==> config.mk <==
export PLATFORM = sky130hd
export DESIGN_NAME = lcd_blink_top
export DESIGN_NICKNAME = d
export VERILOG_FILES = /design/src/rtl/lcd_blink_pkg.sv /design/src/rtl/lcd_blink_ctrl.sv /design/src/rtl/lcd_blink_dp.sv /design/src/rtl/lcd_blink_top.sv
export SDC_FILE = /design/constraint.sdc
export NUM_CORES = 1
export LEC_CHECK = 0
export BUFFER_PORTS_ARGS = -buffer_cell sky130_fd_sc_hd__buf_2
export CORE_MARGIN = 2
export CORE_UTILIZATION = 54
export CTS_CLUSTER_DIAMETER = 100
export DETAILED_ROUTE_END_ITERATION = 10
export PLACE_DENSITY = 0.78
export SLEW_MARGIN = 20
export SYNTH_ARGS = -nofsm -noshare
export SYNTH_HDL_FRONTEND = slang
export SYNTH_HIERARCHICAL = 1
export SYNTH_SLANG_ARGS = --single-unit
==> constraint.sdc <==
create_clock -name clk -period 1.6 [get_ports clk]
set_clock_uncertainty 0.05 [all_clocks]
set_input_delay 0.16 -clock clk [delete_from_list [all_inputs] [get_ports clk]]
set_output_delay 0.16 -clock clk [all_outputs]
set_load 0.05 [all_outputs]
==> src/rtl/lcd_blink_pkg.sv <==
package lcd_blink_pkg;

  // Write strobes from the bus decoder to the datapath.
  typedef struct packed {
    logic wrMask;
    logic wrData;
    logic wrRate;
    logic wrMode;
  } regStrobe_t;

endpackage

==> src/rtl/lcd_blink_ctrl.sv <==
module lcd_blink_ctrl
  import lcd_blink_pkg::*;
#(
  parameter int ADDR_W    = 8,
  parameter int BUS_W     = 8,
  parameter int SEG_N     = 8,
  parameter int RATE_W    = 8,
  parameter int BASE_ADDR = 'h80
) (
  input  logic              clk,
  input  logic              rstN,
  input  logic [ADDR_W-1:0] busAddr,
  input  logic              busWrEn,
  input  logic [SEG_N-1:0]  maskVal,
  input  logic [SEG_N-1:0]  dataVal,
  input  logic [RATE_W-1:0] rateVal,
  input  logic              modeVal,
  output regStrobe_t        strobe,
  output logic [BUS_W-1:0]  busRdData
);

  localparam logic [ADDR_W-1:0] ADR_MASK = ADDR_W'(BASE_ADDR);
  localparam logic [ADDR_W-1:0] ADR_DATA = ADDR_W'(BASE_ADDR + 1);
  localparam logic [ADDR_W-1:0] ADR_RATE = ADDR_W'(BASE_ADDR + 2);
  localparam logic [ADDR_W-1:0] ADR_MODE = ADDR_W'(BASE_ADDR + 3);

  logic hitMask, hitData, hitRate, hitMode;

  assign hitMask = (busAddr == ADR_MASK);
  assign hitData = (busAddr == ADR_DATA);
  assign hitRate = (busAddr == ADR_RATE);
  assign hitMode = (busAddr == ADR_MODE);

  always_comb begin
    strobe.wrMask = busWrEn & hitMask;
    strobe.wrData = busWrEn & hitData;
    strobe.wrRate = busWrEn & hitRate;
    strobe.wrMode = busWrEn & hitMode;
  end

  always_comb begin
    busRdData = '0;
    if (hitMask)      busRdData[SEG_N-1:0]  = maskVal;
    else if (hitData) busRdData[SEG_N-1:0]  = dataVal;
    else if (hitRate) busRdData[RATE_W-1:0] = rateVal;
    else if (hitMode) busRdData[0]          = modeVal;
  end

  // at most one register written per cycle
  assert_single_strobe_R2: assert property (@(posedge clk) disable iff (!rstN)
    $onehot0({strobe.wrMask, strobe.wrData, strobe.wrRate, strobe.wrMode}));

  // addresses outside the map read as zero
  assert_unmapped_zero_R2: assert property (@(posedge clk) disable iff (!rstN)
    !(hitMask | hitData | hitRate | hitMode) |-> (busRdData == '0));

endmodule

==> src/rtl/lcd_blink_dp.sv <==
module lcd_blink_dp
  import lcd_blink_pkg::*;
#(
  parameter int BUS_W  = 8,
  parameter int PIN_N  = 2,
  parameter int COM_N  = 4,
  parameter int RATE_W = 8
) (
  input  logic                   clk,
  input  logic                   rstN,
  input  logic                   tick,
  input  regStrobe_t             strobe,
  input  logic [BUS_W-1:0]       wrData,
  output logic [PIN_N*COM_N-1:0] maskVal,
  output logic [PIN_N*COM_N-1:0] dataVal,
  output logic [RATE_W-1:0]      rateVal,
  output logic                   modeVal,
  output logic [PIN_N*COM_N-1:0] segOn
);

  localparam int SEG_N = PIN_N * COM_N;

  logic [SEG_N-1:0]  maskReg, dataReg, segEnable;
  logic [RATE_W-1:0] rateReg, tickCnt;
  logic              modeMux, phaseOn, cntHit;

  // Software-visible registers
  always_ff @(posedge clk or negedge rstN) begin
    if (!rstN) begin
      maskReg <= '0;
      dataReg <= '0;
      rateReg <= '0;
      modeMux <= 1'b0;
    end else begin
      if (strobe.wrMask) maskReg <= wrData[SEG_N-1:0];
      if (strobe.wrData) dataReg <= wrData[SEG_N-1:0];
      if (strobe.wrRate) rateReg <= wrData[RATE_W-1:0];
      if (strobe.wrMode) modeMux <= wrData[0];
    end
  end

  // Blink divider: a rate write restarts it, otherwise ticks advance it
  assign cntHit = (tickCnt == rateReg);

  always_ff @(posedge clk or negedge rstN) begin
    if (!rstN) begin
      tickCnt <= '0;
      phaseOn <= 1'b1;
    end else if (strobe.wrRate) begin
      tickCnt <= '0;
      phaseOn <= 1'b1;
    end else if (tick) begin
      if (cntHit) begin
        tickCnt <= '0;
        phaseOn <= ~phaseOn;
      end else begin
        tickCnt <= tickCnt + RATE_W'(1);
      end
    end
  end

  // Per-segment gating; static drive keeps only the common-0 segments
  for (genvar s = 0; s < SEG_N; s++) begin : g_seg
    localparam bit IN_STATIC = (s < PIN_N);
    assign segEnable[s] = modeMux | IN_STATIC;
    assign segOn[s]     = dataReg[s] & ~(maskReg[s] & ~phaseOn) & segEnable[s];
  end

  assign maskVal = maskReg;
  assign dataVal = dataReg;
  assign rateVal = rateReg;
  assign modeVal = modeMux;

  // the counter never passes the reload value
  assert_cnt_bounded_R6: assert property (@(posedge clk) disable iff (!rstN)
    tickCnt <= rateReg);

  // a rate write restarts the divider in the on phase
  assert_rate_restart_R7: assert property (@(posedge clk) disable iff (!rstN)
    strobe.wrRate |=> (phaseOn && tickCnt == '0));

  // without a tick or rate write the phase holds
  assert_phase_hold_R10: assert property (@(posedge clk) disable iff (!rstN)
    (!tick && !strobe.wrRate) |=> $stable(phaseOn));

  // static drive leaves the upper segments dark
  assert_static_dark_R8: assert property (@(posedge clk) disable iff (!rstN)
    !modeMux |-> (segOn[SEG_N-1:PIN_N] == '0));

  // no segment is lit without its data bit
  assert_data_gate_R5: assert property (@(posedge clk) disable iff (!rstN)
    (segOn & ~dataReg) == '0);

endmodule

==> src/rtl/lcd_blink_top.sv <==
module lcd_blink_top
  import lcd_blink_pkg::*;
#(
  parameter int ADDR_W    = 8,
  parameter int BUS_W     = 8,
  parameter int PIN_N     = 2,
  parameter int COM_N     = 4,
  parameter int RATE_W    = 8,
  parameter int BASE_ADDR = 'h80
) (
  input  logic                   clk,
  input  logic                   rstN,
  input  logic                   tick,
  input  logic [ADDR_W-1:0]      busAddr,
  input  logic                   busWrEn,
  input  logic [BUS_W-1:0]       busWrData,
  output logic [BUS_W-1:0]       busRdData,
  output logic [PIN_N*COM_N-1:0] segOn
);

  localparam int SEG_N = PIN_N * COM_N;

  regStrobe_t        strobe;
  logic [SEG_N-1:0]  maskVal, dataVal;
  logic [RATE_W-1:0] rateVal;
  logic              modeVal;

  lcd_blink_ctrl #(
    .ADDR_W(ADDR_W), .BUS_W(BUS_W), .SEG_N(SEG_N),
    .RATE_W(RATE_W), .BASE_ADDR(BASE_ADDR)
  ) u_ctrl (
    .clk(clk), .rstN(rstN), .busAddr(busAddr), .busWrEn(busWrEn),
    .maskVal(maskVal), .dataVal(dataVal), .rateVal(rateVal),
    .modeVal(modeVal), .strobe(strobe), .busRdData(busRdData)
  );

  lcd_blink_dp #(
    .BUS_W(BUS_W), .PIN_N(PIN_N), .COM_N(COM_N), .RATE_W(RATE_W)
  ) u_dp (
    .clk(clk), .rstN(rstN), .tick(tick), .strobe(strobe),
    .wrData(busWrData), .maskVal(maskVal), .dataVal(dataVal),
    .rateVal(rateVal), .modeVal(modeVal), .segOn(segOn)
  );

endmodule

### Word-level counts from Yosys, hierarchy flattened

Cells that the tools add are included.

| storage, ports and cells | value |
|---|---|
| input bits | 20 |
| output and inout port bits | 16 |
| logic and storage cells | 61 |
| bits in registers | 34 |

| operators by class | value |
|---|---|
| mux-type cells | 11 |
| reductions and logical operators | 3 |
| bitwise logic cells | 35 |
| equality and inequality tests | 5 |
| add/sub/neg operators | 1 |

Operators with widths:

| kind | count |
|---|---|
| 8-bit 2-to-1 mux | 5 |
| 8-bit equality test (second input constant) | 4 |
| 1-bit bitwise AND | 26 |
| 1-bit inverter | 9 |
| 8-bit by 1-bit adder with 8-bit output (second input constant) | 1 |
| 8-bit equality test | 1 |
| 7-bit 2-to-1 mux | 1 |
| 1-bit 2-to-1 mux | 5 |
| 2-bit nonzero test | 2 |
| 2-bit AND reduction | 1 |

### Longest topological paths before layout

Gate-level depths: netlist (run 1).

| logic depth | value |
|---|---|
| depth after elaboration | 5 |
| gate-level depth with buffers | 9 |
| mapped depth without buffers | 8 |

### Hierarchy

Netlist (run 1), hierarchy kept.

Modules (own cells, without submodules):

| module | cells an instance | times used | area an instance (um^2) |
|---|---|---|---|
| lcd_blink_dp | 122 | 1 | 1514.0 |
| lcd_blink_ctrl | 44 | 1 | 315.3 |

### Worst setup path before layout (run 1)

No wires, ideal clock.

| timing path | value |
|---|---|
| path kind | register -> output |
| from | register u_dp.phaseOn |
| to | output segOn[1] |
| path slack | -334 ps |
| stages on the path, launching flop included | 3 |
| buffers on the path | 0 |
| arrival time | 1724 ps |
| data required time | 1390 ps |
| cells stage by stage | dfstp_2 inv_2 a21boi_0 |

| between the ends | value |
|---|---|
| word-level cells in the longest chain between the ends | 4 |

RTL lines:

| element | RTL line | source |
|---|---|---|
| start, declared | lcd_blink_dp.sv:25 | `logic modeMux, phaseOn, cntHit;` |
| start signal, assigned | lcd_blink_dp.sv:55 | `phaseOn <= ~phaseOn;` |
| 1-bit inverter | lcd_blink_dp.sv:66 | `assign segOn[s] = dataReg[s] & ~(maskReg[s] & ~phaseOn) & segEnable[s];` |
| 1-bit bitwise AND | lcd_blink_dp.sv:66 |  |
| 1-bit inverter | lcd_blink_dp.sv:66 |  |
| 1-bit bitwise AND | lcd_blink_dp.sv:66 |  |
| end, declared | lcd_blink_top.sv:18 | `output logic [PIN_N*COM_N-1:0] segOn` |

Every way passes these cells.

### Worst setup path after layout (run 1)

| timing path | value |
|---|---|
| from | register u_dp.modeMux (netlist: u_dp/modeVal) |
| to | output busRdData[0] |

| between the ends | value |
|---|---|
| word-level cells in the longest chain between the ends | 4 |

RTL lines:

| element | RTL line | source |
|---|---|---|
| start, declared | lcd_blink_dp.sv:25 |  |
| start signal, assigned | lcd_blink_dp.sv:38 | `if (strobe.wrMode) modeMux <= wrData[0];` |
| 1-bit 2-to-1 mux | lcd_blink_ctrl.sv:46 | `else if (hitMode) busRdData[0] = modeVal;` |
| 1-bit 2-to-1 mux | lcd_blink_ctrl.sv:45 | `else if (hitRate) busRdData[RATE_W-1:0] = rateVal;` |
| 8-bit 2-to-1 mux | lcd_blink_ctrl.sv:44 | `else if (hitData) busRdData[SEG_N-1:0] = dataVal;` |
| 8-bit 2-to-1 mux | lcd_blink_ctrl.sv:43 | `if (hitMask) busRdData[SEG_N-1:0] = maskVal;` |
| end, declared | lcd_blink_top.sv:17 | `output logic [BUS_W-1:0] busRdData,` |

Every way passes these cells.

==> impl_metrics.ini, run 1 <==
[yosys]
avgSynthCellArea_um2 = 11.0
yosys-top-cells-area = dfrtp_1 (45%), mux2_2 (15%), xor2_1 (4.8%)
synth_seq_cells = 34
synth_top_area_share_pct = 45.1
synth_flop_cell = dfrtp_1
seq_area_frac_synth_pct = 46.6
synth_fp_nets = 187
ys_async_sr_fraction_pct = 100
synth_area_um2 = 1830
synth_cell_types = 36
netlist_instances = 166
synth_area_leader_cell = dfrtp_1
ys_warn_count = 6
synth_edf_count = 0

[clocking]
path_clk_slew_ns = 0.10
clock-sinks = 34
clock_latency_ns = 0.33
numCtsBuffers = 5
cts.path.max_buffers = 2
htreeDepth = 2
cts_tree = done
cts-root-buf = clkbuf_4

[sta]
finalHoldViolations = 0
max_freq_mhz = 588
rsz0062_at_grt = yes
worst_slack_ns = -0.101
drv_slew = 0
fin_tns_setup_ns = -0.161
finalCritPeriodShare_pct = 106
fin_crit_ns = 1.70
setup_viol = 3
tightestPinTransition_ns = 0.757
slew_headroom_pct = 49.5

[placed_design]
hpwl_um = 3070
portBuffers = 35
place_ws_ns = -0.238
gp_congestion = 0.792

[status]
violations = setup timing
status = finished with violations

[floorplan]
io-pin-count = 36
dieArea_um2 = 3870
fp.dieW_um = 62.2
rows = 21
initial_core_util_pct = 55.7
core_area_um2 = 3280
die_h_um = 62.2

[route]
dr.first_iter.drc_count = 89
drc = 0
first_pass_iters = 4
wl_um = 4490
wire_per_inst_um = 16.5
avgViaCountPerCell = 5.58
vias = 1519
drtAntennaViolNets = 0

[cells_and_area]
post-route-util_pct = 73.4
fillCellCount = 247
drive_gt1_share_pct = 50.4
nets = 246
antenna_cells = 0
syn2layout_area_growth_pct = 31.7
final_cell_mix = buf_4 (33), dfrtp_1 (33), mux2_2 (25), nand2_1 (20), buf_2 (19)

[global_routing]
grt-ovfl-total = 0
grt_max_degree = 35
grt_pass1_vias = 1507
grt_antenna_before_repair = 0
track_usage_pct = 22.7
grt_pass1_wl_um = 6840

[job]
drv_cap = 0

[power]
power.leakage_uw = 0.00118
ir_worst_vdd_mv = 0.628
p_total_uw = 2110
power_density_nw_per_um2 = 875

[setup_path]
r2r_cells = 6
arrival_ns = 1.49
regToRegSetupSlack_ns = 0.01
timing.rr.start = u_dp/rateVal[0]$_DFFE_PN0P_
crit_end = busRdData[0]
worstSetupPathType = reg2out
startpoint = u_dp/modeVal$_DFFE_PN0P_
r2r_end = u_dp/tickCnt[3]$_DFFE_PN0P_
cp-end-kind = primary output
timing.critical_path.required_ns = 1.39
start_kind = flip-flop
cp_max_fo = 2

[hold_path]
min_path_type = in2reg
hold_start = busWrData[2]
[stage by stage]
| stage | hold WS, ns | cell area (um^2) | cells |
|---|---|---|---|
| floorplan | -0.186 | 1860 | 166 |
| global placement | 0.209 | 2140 | 254 |
| detailed placement | 0.213 | 2140 | 254 |
| CTS | 0.0229 | 2310 | 268 |
| global route | 0.0167 | 2410 | 272 |
| finish | 0.0410 | 2410 | 272 |
[state kept, by name, indices dropped and copies added, names as in the netlist]
name	cells
u_dp/dataVal	8
u_dp/tickCnt	8
u_dp/phaseOn	1
u_dp/rateVal	8
u_dp/modeVal	1
u_dp/maskVal	8
[kinds of logic (layout without fill, tap and decap cells)]
| logic type | after synthesis | after routing | share of synthesized area [%] |
|---|---|---|---|
| AO/OA/AOI/OAI | 21 | 21 | 6.50 |
| XOR/XNOR | 12 | 12 | 5.75 |
| adder cells (fa/ha/maj) | 1 | 1 | 0.684 |
| buffers and inverters | 8 | 68 | 2.53 |
| flip-flops | 34 | 34 | 46.6 |
| multiplexers | 33 | 33 | 20.5 |
| AND/OR/NAND/NOR | 57 | 57 | 17.5 |
[how the worst min path moves through the flow]
stage,cells past startpoint,slack (ns),endpoint
after global routing,2,0.02,u_dp/dataVal[2]$_DFFE_PN0P_
final,2,0.04,u_dp/maskVal[2]$_DFFE_PN0P_
after floorplan,0,-0.19,u_dp/dataVal[0]$_DFFE_PN0P_
after global placement,1,0.21,u_dp/tickCnt[7]$_DFFE_PN0P_
after detailed placement,1,0.21,u_dp/tickCnt[7]$_DFFE_PN0P_
after CTS,2,0.02,u_dp/maskVal[2]$_DFFE_PN0P_
[cell usage after synthesis (all sizes together), types with 2 or more instances]
cell,instances
dfrtp,33
mux2,25
nand2,20
a21oi,15
xor2,10
nor2,8
mux2i,7
or2,7
nand3,6
buf,4
nor2b,4
clkbuf,3
nor3,3
nor4,3
a21boi,2
o21ai,2
xnor2,2
[routing by layer]
layer  global-route usage, %  routed length, um  vias up
li1                        -                  -      702
met1                    26.7               1870      751
met2                    41.4               2290       58
met3                    5.80                254        8
met4                    5.28                 72        0
met5                       0                  0        -
[layout make-up]
| class | count | area (um^2) | share of cell area, % |
|---|---|---|---|
| Clock buffer | 7 | 55.1 | 2.28 |
| Clock inverter | 1 | 5.00 | 0.208 |
| Inverter | 1 | 6.26 | 0.260 |
| Multi-Input combinational cell | 124 | 1010 | 42.1 |
| Sequential cell | 34 | 852 | 35.4 |
| Tap cell | 46 | 57.6 | 2.39 |
| Timing Repair Buffer | 59 | 420 | 17.4 |
[worst max-delay path: stages (launching register included)]
cell     delay [ns]
dfrtp_1        0.40
mux4_2         0.48
nor2b_4        0.14
buf_6          0.14
[what timing repair did]
item	CTS	global route
hold endpoints to repair	33	0
gates resized for setup	20	20
hold buffers	1	0
setup endpoints to repair	14	23
buffers inserted	5	4
pin swaps	3	7
[report_power, final]
group | internal [uW] | switching (uW)
Clock | 213 | 280
Sequential | 960 | 95.4
Combinational | 238 | 322
No activity file was read; power rests on OpenSTA's default activity.
==> run 2, diff against run 1 <==
--- a/config.mk
+++ b/config.mk
@@ -7,10 +7,12 @@
 export LEC_CHECK = 0
 export BUFFER_PORTS_ARGS = -buffer_cell sky130_fd_sc_hd__buf_2
 export CORE_MARGIN = 2
-export CORE_UTILIZATION = 54
+export CORE_UTILIZATION = 49
 export CTS_CLUSTER_DIAMETER = 100
 export DETAILED_ROUTE_END_ITERATION = 10
-export PLACE_DENSITY = 0.78
+export PLACE_DENSITY = 0.75
+export REMOVE_ABC_BUFFERS = 1
+export SKIP_CTS_REPAIR_TIMING = 1
 export SLEW_MARGIN = 20
 export SYNTH_ARGS = -nofsm -noshare
 export SYNTH_HDL_FRONTEND = slang
==> constraint.sdc (replaced) <==
create_clock -name clk -period 1.5 [get_ports clk]
set_clock_uncertainty 0.05 [all_clocks]
set_input_delay 0.15 -clock clk [delete_from_list [all_inputs] [get_ports clk]]
set_output_delay 0.15 -clock clk [all_outputs]
set_load 0.05 [all_outputs]
==> run 2 against run 1 <==
Critical path depth unchanged. Hold slack better by 0.039 ns. The flow still finishes with violations (setup timing). Register-to-register slack worse by 0.15 ns. Power up 27%. Setup slack worse by 0.044 ns. Global-route usage down 2.0 points. Utilization down 2.1 points. Sequential cell count unchanged. Via count up 2.6%. Highest routed layer unchanged. Wire length up 9.3%. Final cell count up 3.7%.
==> impl_metrics.ini, run 2 (synthesized netlist as in run 1, its figures left out) <==
[setup_path]
cp_max_fo = 3
r2r_cells = 6
worstSetupPathType = reg2out
cp-end-kind = primary output
arrival_ns = 1.44
start_kind = flip-flop
timing.critical_path.required_ns = 1.30

[clocking]
clock-sinks = 34
numCtsBuffers = 5
cts-root-buf = clkbuf_8
htreeDepth = 2
cts.path.max_buffers = 2
clock_latency_ns = 0.29
cts_tree = done
path_clk_slew_ns = 0.07

[sta]
slew_headroom_pct = 71.3
drv_slew = 0
finalCritPeriodShare_pct = 110
rsz0062_at_grt = yes
fin_crit_ns = 1.64
whs_ns = 0.0802
setup_viol = 18
max_freq_mhz = 608
fin_tns_setup_ns = -1.56
worst_slack_ns = -0.145
finalHoldViolations = 0
tightestPinTransition_ns = 0.430

[status]
status = finished with violations
violations = setup timing

[floorplan]
die_h_um = 65.1
dieArea_um2 = 4240
core_area_um2 = 3630
initial_core_util_pct = 50.3
rows = 22
fp.dieW_um = 65.1
io-pin-count = 36

[placed_design]
gp_congestion = 0.823
place_ws_ns = -0.276
portBuffers = 35
hpwl_um = 3010

[cells_and_area]
post-route-util_pct = 71.3
antenna_cells = 0
fillCellCount = 272
nets = 254
final_cell_mix = buf_4 (36), dfrtp_1 (33), mux2_2 (25), buf_2 (19), nand2_1 (18)
syn2layout_area_growth_pct = 41.7
drive_gt1_share_pct = 56.8
layout_commonest_cell = buf_4

[route]
wire_per_inst_um = 17.4
avgViaCountPerCell = 5.52
drc = 0
drtAntennaViolNets = 0
vias = 1558
wl_um = 4900
first_pass_iters = 4
dr.first_iter.drc_count = 47

[global_routing]
grt_pass1_vias = 1430
track_usage_pct = 20.6
grt-ovfl-total = 0
grt_antenna_before_repair = 0
grt_pass1_wl_um = 6510
grt_max_degree = 35

[power]
ir_worst_vdd_mv = 0.731
p_total_uw = 2680
power_density_nw_per_um2 = 1030
power.leakage_uw = 0.00126

[job]
drv_cap = 0

[hold_path]
hold_path_depth = 2
min_path_type = in2reg
-- run 2: metal layers --
metal | GRT usage [%] | part of all wire, % | vias up
met5 | 0 | 0 | -
met3 | 4.28 | 3.7 | 17
met4 | 7.81 | 3.6 | 0
met1 | 25.6 | 40 | 776
li1 | - | - | 716
met2 | 35.6 | 53 | 49
-- run 2: layout make-up --
class                           instances  area, um^2  area share (%)
Timing Repair Buffer                   67         499            19.3
Inverter                                1        8.76           0.338
Clock inverter                          1        5.00           0.193
Sequential cell                        34         852            32.9
Tap cell                               48        60.1            2.32
Clock buffer                            7        86.3            3.33
Multi-Input combinational cell        124        1080            41.7
-- run 2: path summary, 6_finish.rpt --
kind | startpoint | to | slack, ns
hold / removal | busWrData[5] | u_dp/rateVal[5]$_DFFE_PN0P_ | 0.08
min in group asynchronous | rstN | u_dp/dataVal[6]$_DFFE_PN0P_ | 0.39
setup reg to reg | u_dp/rateVal[0]$_DFFE_PN0P_ | u_dp/tickCnt[5]$_DFFE_PN0P_ | -0.14
setup / recovery | u_dp/maskVal[0]$_DFFE_PN0P_ | busRdData[0] | -0.14
max in group asynchronous | rstN | u_dp/phaseOn$_DFFE_PN1P_ | 0.68
hold reg to reg | u_dp/dataVal[0]$_DFFE_PN0P_ | u_dp/dataVal[0]$_DFFE_PN0P_ | 0.49
-- run 2: per-stage QoR --
step	instance area (um^2)	std cells
final	2590	282
after CTS	2310	276
after global placement	2220	268
after detailed placement	2220	268
after global routing	2590	282
after floorplan	1790	159
-- run 2: worst max-delay path, stage by stage, from the launching register on --
cell and delay [ns]:
dfrtp_1 0.40, mux4_2 0.46, nor2b_4 0.14, buf_6 0.15
-- run 2: where the power goes --
part | internal [uW] | leakage [uW] | switching, uW
Clock | 370 | 0.0000482 | 324
Sequential | 1030 | 0.000463 | 95.8
Combinational | 374 | 0.000745 | 491
==> run 3, diff against run 2 <==
--- a/config.mk
+++ b/config.mk
@@ -11,10 +11,10 @@
 export CTS_CLUSTER_DIAMETER = 100
 export DETAILED_ROUTE_END_ITERATION = 10
 export PLACE_DENSITY = 0.75
+export RECOVER_POWER = 100
 export REMOVE_ABC_BUFFERS = 1
 export SKIP_CTS_REPAIR_TIMING = 1
 export SLEW_MARGIN = 20
 export SYNTH_ARGS = -nofsm -noshare
 export SYNTH_HDL_FRONTEND = slang
-export SYNTH_HIERARCHICAL = 1
 export SYNTH_SLANG_ARGS = --single-unit
==> run 3 against run 2 <==
The run still ends with setup timing left. Sequential power hardly changed. Clock-buffer cell count shrank 1. Final cell count grew 0.35%. Global-route usage increased by 0.76 points. Synthesized area is 1.0% higher. Sequential cell count did not move. Largest cell class unchanged.
==> impl_metrics.ini, run 3 <==
[status]
status = finished with violations
violations = setup timing

[clocking]
clock_latency_ns = 0.29
cts_tree = done
numCtsBuffers = 5
htreeDepth = 2
path_clk_slew_ns = 0.07
cts-root-buf = clkbuf_8
clock-sinks = 34
cts.path.max_buffers = 2

[sta]
max_freq_mhz = 611
rsz0062_at_grt = yes
tightestPinTransition_ns = 0.851
fin_crit_ns = 1.64
fin_tns_setup_ns = -0.204
setup_viol = 6
slew_headroom_pct = 43.3
drv_slew = 0
finalHoldViolations = 0
finalCritPeriodShare_pct = 109
worst_slack_ns = -0.137

[route]
avgViaCountPerCell = 5.63
vias = 1592
drtAntennaViolNets = 0
wire_per_inst_um = 17.3
dr.first_iter.drc_count = 89
highest_layer = met4
wl_met3_um = 204
met2_length_um = 2520
met1Wirelength_um = 2120
drc = 0
wl_um = 4900
first_pass_iters = 4

[yosys]
synth_area_leader_cell = dfrtp_1
synth_cell_types = 35
yosys-top-cells-area = dfrtp_1 (45%), mux2_2 (15%), a21oi_1 (4.9%)
avgSynthCellArea_um2 = 10.9
synth_edf_count = 0
netlist_instances = 169
ys_async_sr_fraction_pct = 100
ys_warn_count = 0
synth_area_um2 = 1850
synth_most_common_cell = dfrtp_1
synth_flop_cell = dfrtp_1
synth_top_area_share_pct = 44.7
seq_area_frac_synth_pct = 46.1
synth_seq_cells = 34
yosys-top-cells-count = dfrtp_1 (33), mux2_2 (24), a21oi_1 (18), nor2_1 (18), nand2_1 (10)

[cells_and_area]
nets = 256
final_cell_mix = dfrtp_1 (33), buf_4 (25), mux2_2 (24), nor2_1 (18), buf_2 (18)
syn2layout_area_growth_pct = 40.9
fin_cells = 283
post-route-util_pct = 71.7
drive_gt1_share_pct = 48.9
antenna_cells = 0
design_area_um2 = 2600
layout_commonest_cell = dfrtp_1
fillCellCount = 271

[power]
ir_worst_vdd_mv = 0.814
p_total_uw = 2800
power.leakage_uw = 0.00122
power_density_nw_per_um2 = 1070

[global_routing]
grt_pass1_wl_um = 6890
grt_pass1_vias = 1470
grt-ovfl-total = 0
track_usage_pct = 21.4
grt_antenna_before_repair = 0
grt_max_degree = 35

[setup_path]
r2r_end = u_dp.phaseOn$_DFFE_PN1P_
timing.critical_path.required_ns = 1.30
crit_slowest_cell = mux4_2
path_cells = mux4_2 -> nor2b_4 -> buf_6
cp_max_fo = 3
cp-end-kind = primary output
arrival_ns = 1.44
start_kind = flip-flop
worstSetupPathType = reg2out
r2r_cells = 6
regToRegSetupSlack_ns = 0.01
critPathMaxStageDelay_ns = 0.46
timing.rr.start = u_dp.rateVal[0]$_DFFE_PN0P_

[floorplan]
fp.dieW_um = 65.4
io-pin-count = 36
initial_core_util_pct = 50.9
rows = 22
core_area_um2 = 3630
dieArea_um2 = 4280
die_h_um = 65.4

[placed_design]
dpl_cell_area_um2 = 2210
hpwl_um = 3130
portBuffers = 35
dpl.cell_count = 265
gp_congestion = 0.853

[hold_path]
min_to = u_dp.maskVal[4]$_DFFE_PN0P_
min_path_type = in2reg
hold_path_depth = 2
hold_start = busWrData[4]

[job]
drv_cap = 0
[run 3: cells by family (layout without fill, tap and decap cells)]
kind of cell / Yosys count / count (layout) / synth area share, %
AND/OR/NAND/NOR: 51 / 51 / 16.2
multiplexers: 32 / 32 / 19.6
adder cells (fa/ha/maj): 1 / 1 / 0.677
AO/OA/AOI/OAI: 32 / 32 / 10.4
flip-flops: 34 / 34 / 46.1
buffers and inverters: 8 / 74 / 1.83
XOR/XNOR: 11 / 11 / 5.21
[run 3: power by group]
part	total (uW)	internal (uW)	switching, uW
clock	860	531	328
combinational	841	398	443
sequential	1100	1010	87.2
[run 3: routing by layer]
layer / track usage (%) / up-vias
li1: - / 740
met1: 28.7 / 799
met2: 35.7 / 47
met3: 4.11 / 6
met4: 5.47 / 0
met5: 0 / -
[run 3: worst max-delay path by stage]
stage                                     start  cells past startpoint                           to  slack (ns)
CTS                    u_dp.phaseOn$_DFFE_PN1P_                      4                     segOn[0]       -0.23
global route        u_dp.rateVal[0]$_DFFE_PN0P_                      3                 busRdData[0]       -0.16
global placement                     busAddr[5]                      6  u_dp.dataVal[2]$_DFFE_PN0P_       -0.15
finish              u_dp.maskVal[0]$_DFFE_PN0P_                      3                 busRdData[0]       -0.14
detailed placement                   busAddr[5]                      6  u_dp.dataVal[6]$_DFFE_PN0P_       -0.20
floorplan              u_dp.phaseOn$_DFFE_PN1P_                      2                     segOn[0]       -0.55
[run 3: cell type report]
cell class	count	area [um^2]	area share, %
repair buffers	64	503	19.3
inverters	3	11.3	0.432
clock inverters	1	30.0	1.15
multi-input cells	127	1060	40.9
clock buffers	6	82.6	3.17
flip-flops and latches	34	852	32.7
well taps	48	60.1	2.31
[run 3: critical path: cells and delay by family (launching register included)]
| family | cells | cell delay (ns) |
|---|---|---|
| multiplexers | 1 | 0.46 |
| flip-flops | 1 | 0.40 |
| AND/OR/NAND/NOR | 1 | 0.14 |
| buffers and inverters | 1 | 0.14 |
[run 3: through the flow]
| stage | hold WS, ns | setup WS, ns |
|---|---|---|
| after global placement | 0.156 | -0.153 |
| after detailed placement | 0.155 | -0.202 |
| final | 0.0735 | -0.137 |
| after global routing | 0.0803 | -0.159 |
| after CTS | -0.148 | -0.227 |
| after floorplan | -0.196 | -0.551 |
